**config.mk**
```make
export PLATFORM = sky130hd
export DESIGN_NAME = stx_stream_tx
export DESIGN_NICKNAME = d
export VERILOG_FILES = /design/src/rtl/stx_pkg.sv /design/src/rtl/stx_ctrl.sv /design/src/rtl/stx_shifter.sv /design/src/rtl/stx_counter.sv /design/src/rtl/stx_stream_tx.sv
export SDC_FILE = /design/constraint.sdc
export NUM_CORES = 1
export LEC_CHECK = 0
export ABC_AREA = 1
export BUFFER_PORTS_ARGS = -buffer_cell sky130_fd_sc_hd__clkbuf_2
export CELL_PAD_IN_SITES_DETAIL_PLACEMENT = 1
export CELL_PAD_IN_SITES_GLOBAL_PLACEMENT = 1
export CORE_UTILIZATION = 30
export DETAILED_ROUTE_END_ITERATION = 10
export PLACE_DENSITY = 0.65
export SLEW_MARGIN = 20
export SYNTH_ARGS = -nofsm -noshare
export SYNTH_HDL_FRONTEND = slang
export SYNTH_SLANG_ARGS = --single-unit
```
**constraint.sdc**
```tcl
create_clock -name clk -period 3.45 [get_ports clk]
set_input_delay 0.345 -clock clk [delete_from_list [all_inputs] [get_ports clk]]
set_output_delay 0.345 -clock clk [all_outputs]
set_load 0.01 [all_outputs]
```
**src/rtl/stx_pkg.sv**
```systemverilog
package stx_pkg;
  typedef enum logic [1:0] {
    ST_IDLE  = 2'd0,
    ST_RUN   = 2'd1,
    ST_DRAIN = 2'd2
  } stx_state_t;
endpackage

```
**src/rtl/stx_ctrl.sv**
```systemverilog
module stx_ctrl
  import stx_pkg::*;
(
  input  logic       clk,
  input  logic       rst,
  input  logic       start,
  input  logic       stream_mode,
  input  logic       stop_end,
  output logic       accept,
  output logic       running,
  output logic       active,
  output logic       idle,
  output logic       busy,
  output logic       done
);
  stx_state_t st;
  logic       tail;

  assign accept  = start && stream_mode && (st == ST_IDLE);
  assign running = (st == ST_RUN);
  assign idle    = (st == ST_IDLE);
  // two enabled bit cycles after the stop end bit: the stop cycle and one more
  assign active  = running || ((st == ST_DRAIN) && tail);

  always_ff @(posedge clk) begin
    if (rst) begin
      st   <= ST_IDLE;
      tail <= 1'b0;
      busy <= 1'b0;
      done <= 1'b0;
    end else begin
      done <= 1'b0;
      case (st)
        ST_IDLE: begin
          if (accept) begin
            st   <= ST_RUN;
            busy <= 1'b1;
          end
        end
        ST_RUN: begin
          if (stop_end) begin
            st   <= ST_DRAIN;
            tail <= 1'b1;
          end
        end
        ST_DRAIN: begin
          if (tail) begin
            tail <= 1'b0;
          end else begin
            st   <= ST_IDLE;
            busy <= 1'b0;
            done <= 1'b1;
          end
        end
        default: st <= ST_IDLE;
      endcase
    end
  end
endmodule

```
**src/rtl/stx_shifter.sv**
```systemverilog
module stx_shifter #(
  parameter int BYTE_W = 8
) (
  input  logic              clk,
  input  logic              rst,
  input  logic              clear,
  input  logic              active,
  input  logic              allow_load,
  input  logic              fifo_empty,
  input  logic [BYTE_W-1:0] fifo_data,
  output logic              fifo_pop,
  output logic              bit_sent,
  output logic              dat_out,
  output logic              clk_en
);
  localparam int IW = (BYTE_W > 1) ? $clog2(BYTE_W) : 1;
  localparam logic [IW-1:0] LAST = IW'(BYTE_W - 1);

  logic [BYTE_W-1:0] sh;
  logic [IW-1:0]     idx;
  logic              sh_valid;
  logic              want;

  assign want     = !sh_valid || (active && idx == LAST);
  assign fifo_pop = want && allow_load && !fifo_empty;
  assign bit_sent = sh_valid && active;

  always_ff @(posedge clk) begin
    if (rst || clear) begin
      sh       <= '0;
      idx      <= '0;
      sh_valid <= 1'b0;
      clk_en   <= 1'b0;
      if (rst) dat_out <= 1'b0;
    end else begin
      clk_en <= bit_sent;
      if (bit_sent) begin
        dat_out <= sh[BYTE_W-1];
        sh      <= sh << 1;
        idx     <= idx + 1'b1;
        if (idx == LAST) sh_valid <= 1'b0;
      end
      if (fifo_pop) begin
        sh       <= fifo_data;
        idx      <= '0;
        sh_valid <= 1'b1;
      end
    end
  end
endmodule

```
**src/rtl/stx_counter.sv**
```systemverilog
module stx_counter #(
  parameter int CNT_W     = 16,
  parameter int BYTE_W    = 8,
  parameter int STOP_LEAD = 8
) (
  input  logic             clk,
  input  logic             rst,
  input  logic             load,
  input  logic [CNT_W-1:0] byte_count,
  input  logic             auto_en,
  input  logic             running,
  input  logic             pop,
  input  logic             bit_sent,
  output logic             more_ok,
  output logic             stop_load
);
  localparam int BW = CNT_W + $clog2(BYTE_W) + 1;

  logic             counted;
  logic             auto_q;
  logic             issued;
  logic [CNT_W-1:0] pops_left;
  logic [BW-1:0]    bits_left;
  logic [BW-1:0]    bits_next;

  assign more_ok   = !counted || (pops_left != '0);
  assign bits_next = bits_left - BW'(counted && bit_sent);

  always_ff @(posedge clk) begin
    if (rst) begin
      counted   <= 1'b0;
      auto_q    <= 1'b0;
      issued    <= 1'b0;
      pops_left <= '0;
      bits_left <= '0;
      stop_load <= 1'b0;
    end else if (load) begin
      counted   <= (byte_count != '0);
      auto_q    <= auto_en;
      issued    <= 1'b0;
      pops_left <= byte_count;
      bits_left <= BW'(byte_count) * BW'(BYTE_W);
      stop_load <= 1'b0;
    end else begin
      if (pop && counted) pops_left <= pops_left - 1'b1;
      bits_left <= bits_next;
      if (running && counted && auto_q && !issued && bits_next <= BW'(STOP_LEAD)) begin
        stop_load <= 1'b1;
        issued    <= 1'b1;
      end else begin
        stop_load <= 1'b0;
      end
    end
  end
endmodule

```
**src/rtl/stx_stream_tx.sv**
```systemverilog
module stx_stream_tx #(
  parameter int CNT_W     = 16,
  parameter int BYTE_W    = 8,
  parameter int STOP_LEAD = 8
) (
  input  logic              clk,
  input  logic              rst,
  input  logic              start,
  input  logic              stream_mode,
  input  logic [CNT_W-1:0]  byte_count,
  input  logic              auto_stop_en,
  input  logic              fifo_empty,
  input  logic [BYTE_W-1:0] fifo_data,
  input  logic              stop_end,
  output logic              fifo_pop,
  output logic              card_clk_en,
  output logic              dat_out,
  output logic              stop_load,
  output logic              busy,
  output logic              done
);
  logic accept, running, active, idle;
  logic more_ok, bit_sent, allow_load;

  stx_ctrl u_ctrl (
    .clk(clk), .rst(rst), .start(start), .stream_mode(stream_mode),
    .stop_end(stop_end), .accept(accept), .running(running),
    .active(active), .idle(idle), .busy(busy), .done(done)
  );

  assign allow_load = running && !stop_end && more_ok;

  stx_shifter #(.BYTE_W(BYTE_W)) u_shift (
    .clk(clk), .rst(rst), .clear(idle), .active(active),
    .allow_load(allow_load), .fifo_empty(fifo_empty), .fifo_data(fifo_data),
    .fifo_pop(fifo_pop), .bit_sent(bit_sent), .dat_out(dat_out),
    .clk_en(card_clk_en)
  );

  stx_counter #(.CNT_W(CNT_W), .BYTE_W(BYTE_W), .STOP_LEAD(STOP_LEAD)) u_cnt (
    .clk(clk), .rst(rst), .load(accept), .byte_count(byte_count),
    .auto_en(auto_stop_en), .running(running), .pop(fifo_pop),
    .bit_sent(bit_sent), .more_ok(more_ok), .stop_load(stop_load)
  );
endmodule

```
# Word level (Yosys, flattened, before mapping)
# Cells that the tools add are included.
# classes
add_sub_neg,3
n_mul,0
n_div,0
n_lt_le_gt_ge,1
eq_ne,7
shifts,0
n_mux,22
bitwise,1
n_reduce_logical,41
# op_table
cell,n
two-way mux 16 bit,2
nonzero test 16 bit,2
"<= comparator 20 x 4 -> 1 bit, second input constant",1
subtractor 20 x 1 -> 20 bit,1
two-way mux 19 bit,1
two-way mux 8 bit,2
"subtractor 16 x 1 -> 16 bit, second input constant",1
logical AND 1 bit,15
nonzero test 2 bit,6
two-way mux 1 bit,11
"!= test 2 bit, second input constant",4
two-way mux 2 bit,3
one-hot mux 2 bit (3 select lines),1
AND reduction 2 bit,3
AND reduction 3 bit,2
OR reduction 2 bit,3
logical NOT 1 bit,5
logical OR 1 bit,4
one-hot mux 1 bit (2 select lines),2
"adder 3 x 1 -> 3 bit, second input constant",1
"== test 3 bit, second input constant",1
"== test 2 x 1 -> 1 bit, second input constant",1
"== test 2 bit, second input constant",1
logical NOT 2 bit,1
inverter 1 bit,1
# word_totals
ff_bits,59
latch_bits,0
ramBits,0
romBits,0
input_bits,31
output_inout_bits,6
wordCells,91
memories,0

# Longest topological paths before layout
# logic_depth
depth_word,10
depth_mapped,20
depth_no_buf,19

# Hierarchy
# From an unflattened synthesis, not the netlist that was laid out.
# hier_totals
hier_cells,493
area_unflattened_um2,3428.3
# modules_own_cells
mod,instances,cells_per_inst,area_per_inst_um2,seq_area_each_um2
stx_counter,1,372,2403.6,800.8
stx_shifter,1,95,812.0,290.3
stx_ctrl,1,24,202.7,100.1
stx_stream_tx,1,2,10.0,0.0

# Worst setup path before layout
# OpenSTA, ideal clock, no wires.
# synth_timing
path_type,register to register
startpoint,register u_ctrl.st[1]
endpoint,register u_cnt.issued
setup_time_ps,114
arrival_ps,2071
required_time_ps,3336
setup_slack_ps,1265
path_stages_with_launch,18
n_path_buf,1
period_less_slack_ps,2185
cell_sequence,dfxtp_1 > inv_1 > nor2_1 > nand2_1 > nand2_1 > nand2_1 > buf_2 > nor2_1 > ha_1 > inv_1 > nor2_2 > nand3_2 > nor2_4 > nand2_1 > xnor2_1 > nor2_1 > nand3_2 > nand2_1
# synth_via
elab_chain_cells,8
elab_cells_between_ends,15
cone_classes,add/sub: 1; order compare: 1; eq/ne: 2; reduce/logical: 11
# synth_lines
item,line_no,rtl
start: declaration,stx_ctrl.sv:16,stx_state_t st;
start signal: assignment,stx_ctrl.sv:27,st <= ST_IDLE;
start signal: assignment,stx_ctrl.sv:36,st <= ST_RUN;
start signal: assignment,stx_ctrl.sv:42,st <= ST_DRAIN;
== test 2 bit,stx_ctrl.sv:23,assign active = running || ((st == ST_DRAIN) && tail);
logical AND 1 bit,stx_ctrl.sv:23,
logical OR 1 bit,stx_ctrl.sv:23,
logical AND 1 bit,stx_shifter.sv:26,assign bit_sent = sh_valid && active;
logical AND 1 bit,stx_counter.sv:27,assign bits_next = bits_left - BW'(counted && bit_sent);
subtractor 20 x 1 -> 20 bit,stx_counter.sv:27,
<= comparator 20 x 4 -> 1 bit,stx_counter.sv:47,if (running && counted && auto_q && !issued && bits_next <= BW'(STOP_LEAD)) begin
logical AND 1 bit,stx_counter.sv:47,
end signal: assignment,stx_counter.sv:33,issued <= 1'b0;
end signal: assignment,stx_counter.sv:40,issued <= 1'b0;
end signal: assignment,stx_counter.sv:49,issued <= 1'b1;
end: declaration,stx_counter.sv:21,logic issued;
# Parallel ways exist; a longest one is shown, timed or not.
# A chain may end at the register's enable or synchronous reset.

# Final worst setup path
# Same ends and word-level chain as after synthesis.

==> results.toml <==
[global_route]
grt_max_degree = 29
grt_pass1_vias = 3555
busiest_layer = "met2"
grt_overflow_total = 0
use_met1 = 0.254
globalRouteMet2Util = 0.319
grt.met3_usage = 0.0290
grt_usage = 0.193
antenna_found_initial = 0
grt_pass1_wl_mm = 17.5

[synthesis]
yosysSeqAreaShare = 0.344
synth_edf_count = 1
synth_xor_area_frac = 0.0329
dominantRegCellSynth = "dfxtp_1"
synth_cell_types = 36
synth_simple_gate_area_frac = 0.395
synth_fa_ha_area_frac = 0.0181
synth-compound-area-share = 0.130
syn_area_per_cell_um2 = 6.63
syn-instance-count = 522
synth_top_family_by_area = "simple AND/OR/NAND/NOR gates"
netlist_area_mm2 = 0.00346
ys_seq_elements = 59
syn_nets = 558
ys_async_sr_fraction = 0
ys_warn_count = 0
yosys-mux-area-fraction = 0

[cts]
clock-root-buffer = "clkbuf_16"
clk_pin_slew_ns = 0.05
cts_tree = "yes"
cts-buffers-inserted = 9
post_cts_buffers = 0
cts.htree.levels = 3
cts_resized = 0
numClockSinks = 59
clk_latency_ns = 0.34
ctsHoldBuffers = 0
clockBufferDepth = 2

[floorplan]
start_util = 0.314
die_w_um = 109
dieHeight_um = 109
ioPinCount = 37
rows = 38
die_area_mm2 = 0.0120
coreArea_mm2 = 0.0110

[worst_setup_path]
startpoint_type = "flip-flop"
reg2reg_slack_ns = 0.82
cp.required_ns = 3.73
crit_type = "flip-flop to flip-flop"
worstPathMaxFanout = 14
cp_data_arrival_time_ns = 2.91
end_kind = "flip-flop"

[timing]
rsz0062_at_grt = "no"
drv_slew = 0
min_period_over_period = 0.764
worst_slew_pin_slew_ns = 0.592
finalHoldViolations = 0
finClkSkew_ns = 0.00836
setup_tns_ns = 0
fmax_mhz = 380
relSlewSlack = 0.606
fin_crit_ns = 2.63
setup_viol = 0

[power]
swShare = 0.294
pwr-share-comb = 0.179
clockPowerShare = 0.469
power.switching_mw = 0.622
ir_drop_mv = 0.190
powerDensity_mw_per_mm2 = 520
leakage_nw = 1.81
pwr-share-seq = 0.352
intPower_mw = 1.50

[route]
drt_iter0_drc = 127
totalWireLength_mm = 10.6
vias_per_cell = 4.83
vias = 3391
remaining_drc_errors = 0
dr.pass1.iters = 4
drtAntennaViolNets = 0
wire_per_inst_um = 15.1

[run_status]
status = "finished, final reports clean"

[placed_design]
dpl_cell_area_mm2 = 0.00375
io_buffer_count = 36
post-dp-hpwl_mm = 8.04
place_congestion = 0.813
dpl.cell_count = 686

[final_layout]
stdcell_count = 702
n_antenna_cell = 0
syn2layout_area_growth_pct = 17.8
final_util = 0.370
final_nets = 593
fin_area_mm2 = 0.00408
drive_gt1_frac = 0.174

[min_path]
hold_path_class = "primary input to flip-flop"

[run]
drv_cap = 0
-- cell usage in the layout (no fill, tap or decap), drive strengths merged --
master      n
or2         3
o22ai       1
clkinvlp    2
a21boi      3
nor4        4
xnor2       4
clkinv      2
nor2       74
buf         2
nand3b      3
o21ai      25
o211a       2
edfxtp      1
nand3      44
o211ai      1
ha          5
o21a        1
inv        52
a21oi      38
xor2        9
bufinv      2
nand4       5
a31oi       4
a21o        1
nor3        2
dfxtp      58
clkbuf     46
nand2     168
-- Yosys cell counts, types with 2 or more instances --
master	n	share of area
nand2_1	163	0.18
dfxtp_1	58	0.34
a21oi_1	29	0.042
nand3_1	38	0.055
a21boi_0	3	0.0065
nor2_4	5	0.016
nor2_2	10	0.018
xnor2_1	4	0.010
nor4_1	4	0.0072
nor2_1	59	0.064
a31oi_1	4	0.0072
xor2_1	9	0.023
or2_1	2	0.0036
buf_6	3	0.0098
inv_2	6	0.0065
inv_1	46	0.050
buf_2	6	0.0087
nand3_2	6	0.017
nand3b_1	3	0.0065
nand4_1	4	0.0072
o21ai_1	4	0.0058
clkbuf_1	5	0.0054
o211a_1	2	0.0058
o21ai_0	21	0.030
ha_1	5	0.018
nand2_4	2	0.0065
nor3_1	2	0.0029
a21oi_2	9	0.023
nand2_2	3	0.0054
-- stage by stage --
stage	power, mW	hold slack (ns)	setup slack (ns)
global placement	1.13	0.451	0.947
CTS	2.14	0.238	0.787
finish	2.12	0.243	0.816
detailed placement	1.14	0.459	0.812
floorplan	1.04	0.427	1.27
global route	2.23	0.256	0.309
-- path summary, 6_finish.rpt --
| kind | start | depth (start not counted) | endpoint |
|---|---|---|---|
| worst max register to register | u_ctrl.st[1] | 16 | u_cnt.issued |
| worst max-delay path | u_ctrl.st[1] | 16 | u_cnt.issued |
| worst min register to register | u_cnt.issued | 2 | u_cnt.issued |
| worst min-delay path | fifo_data[7] | 3 | u_shift.sh[7] |
-- registers in the layout (all words and copies together), names as in the netlist, 2 cells and up --
name and cells:
u_shift.idx 3, u_cnt.pops_left 16, u_cnt.bits_left 20, u_ctrl.st 2
u_shift.sh 8
-- kinds of logic (layout without fill, tap and decap cells) --
| kind of cell | Yosys count | after routing |
|---|---|---|
| simple gates | 303 | 303 |
| compound gates | 76 | 76 |
| buf+inv | 66 | 106 |
| flops | 59 | 59 |
| xor+xnor | 13 | 13 |
| fa+ha+maj | 5 | 5 |
-- power by group through the flow --
| stage | registers (mW) | clock network [mW] | logic (mW) |
|---|---|---|---|
| finish | 0.746 | 0.994 | 0.380 |
| global route | 0.750 | 1.05 | 0.434 |
| CTS | 0.746 | 1.01 | 0.383 |
| detailed placement | 0.760 | 0 | 0.381 |
| global placement | 0.760 | 0 | 0.369 |
| floorplan | 0.751 | 0 | 0.286 |
-- routing by layer --
layer,wire length [um],share of wire
met4,181,0.017
met2,4790,0.45
met5,0,0
met1,5310,0.50
met3,305,0.029
-- cell type report --
cell class / instances / area, um^2
Tap cell: 140 / 175
Inverter: 52 / 195
Clock inverter: 6 / 88.8
Timing Repair Buffer: 38 / 195
Clock buffer: 10 / 239
Sequential cell: 59 / 1190
Fill cell: 1446 / 6950
Multi-Input combinational cell: 397 / 1990
-- worst max-delay path, cell delays in order (launching register included) --
cell and delay, ns:
dfxtp_1 0.33, inv_1 0.05, nor2_1 0.13, nand2_1 0.08, nand2_1 0.09, nand2_1 0.29
nor2_1 0.25, ha_1 0.31, inv_1 0.08, nor2_2 0.12, nand3_2 0.13, nor2_4 0.15
nand2_1 0.08, xnor2_1 0.14, nor2_1 0.16, nand3_2 0.11, nand2_1 0.07
Power figures use the tool's default switching activity.
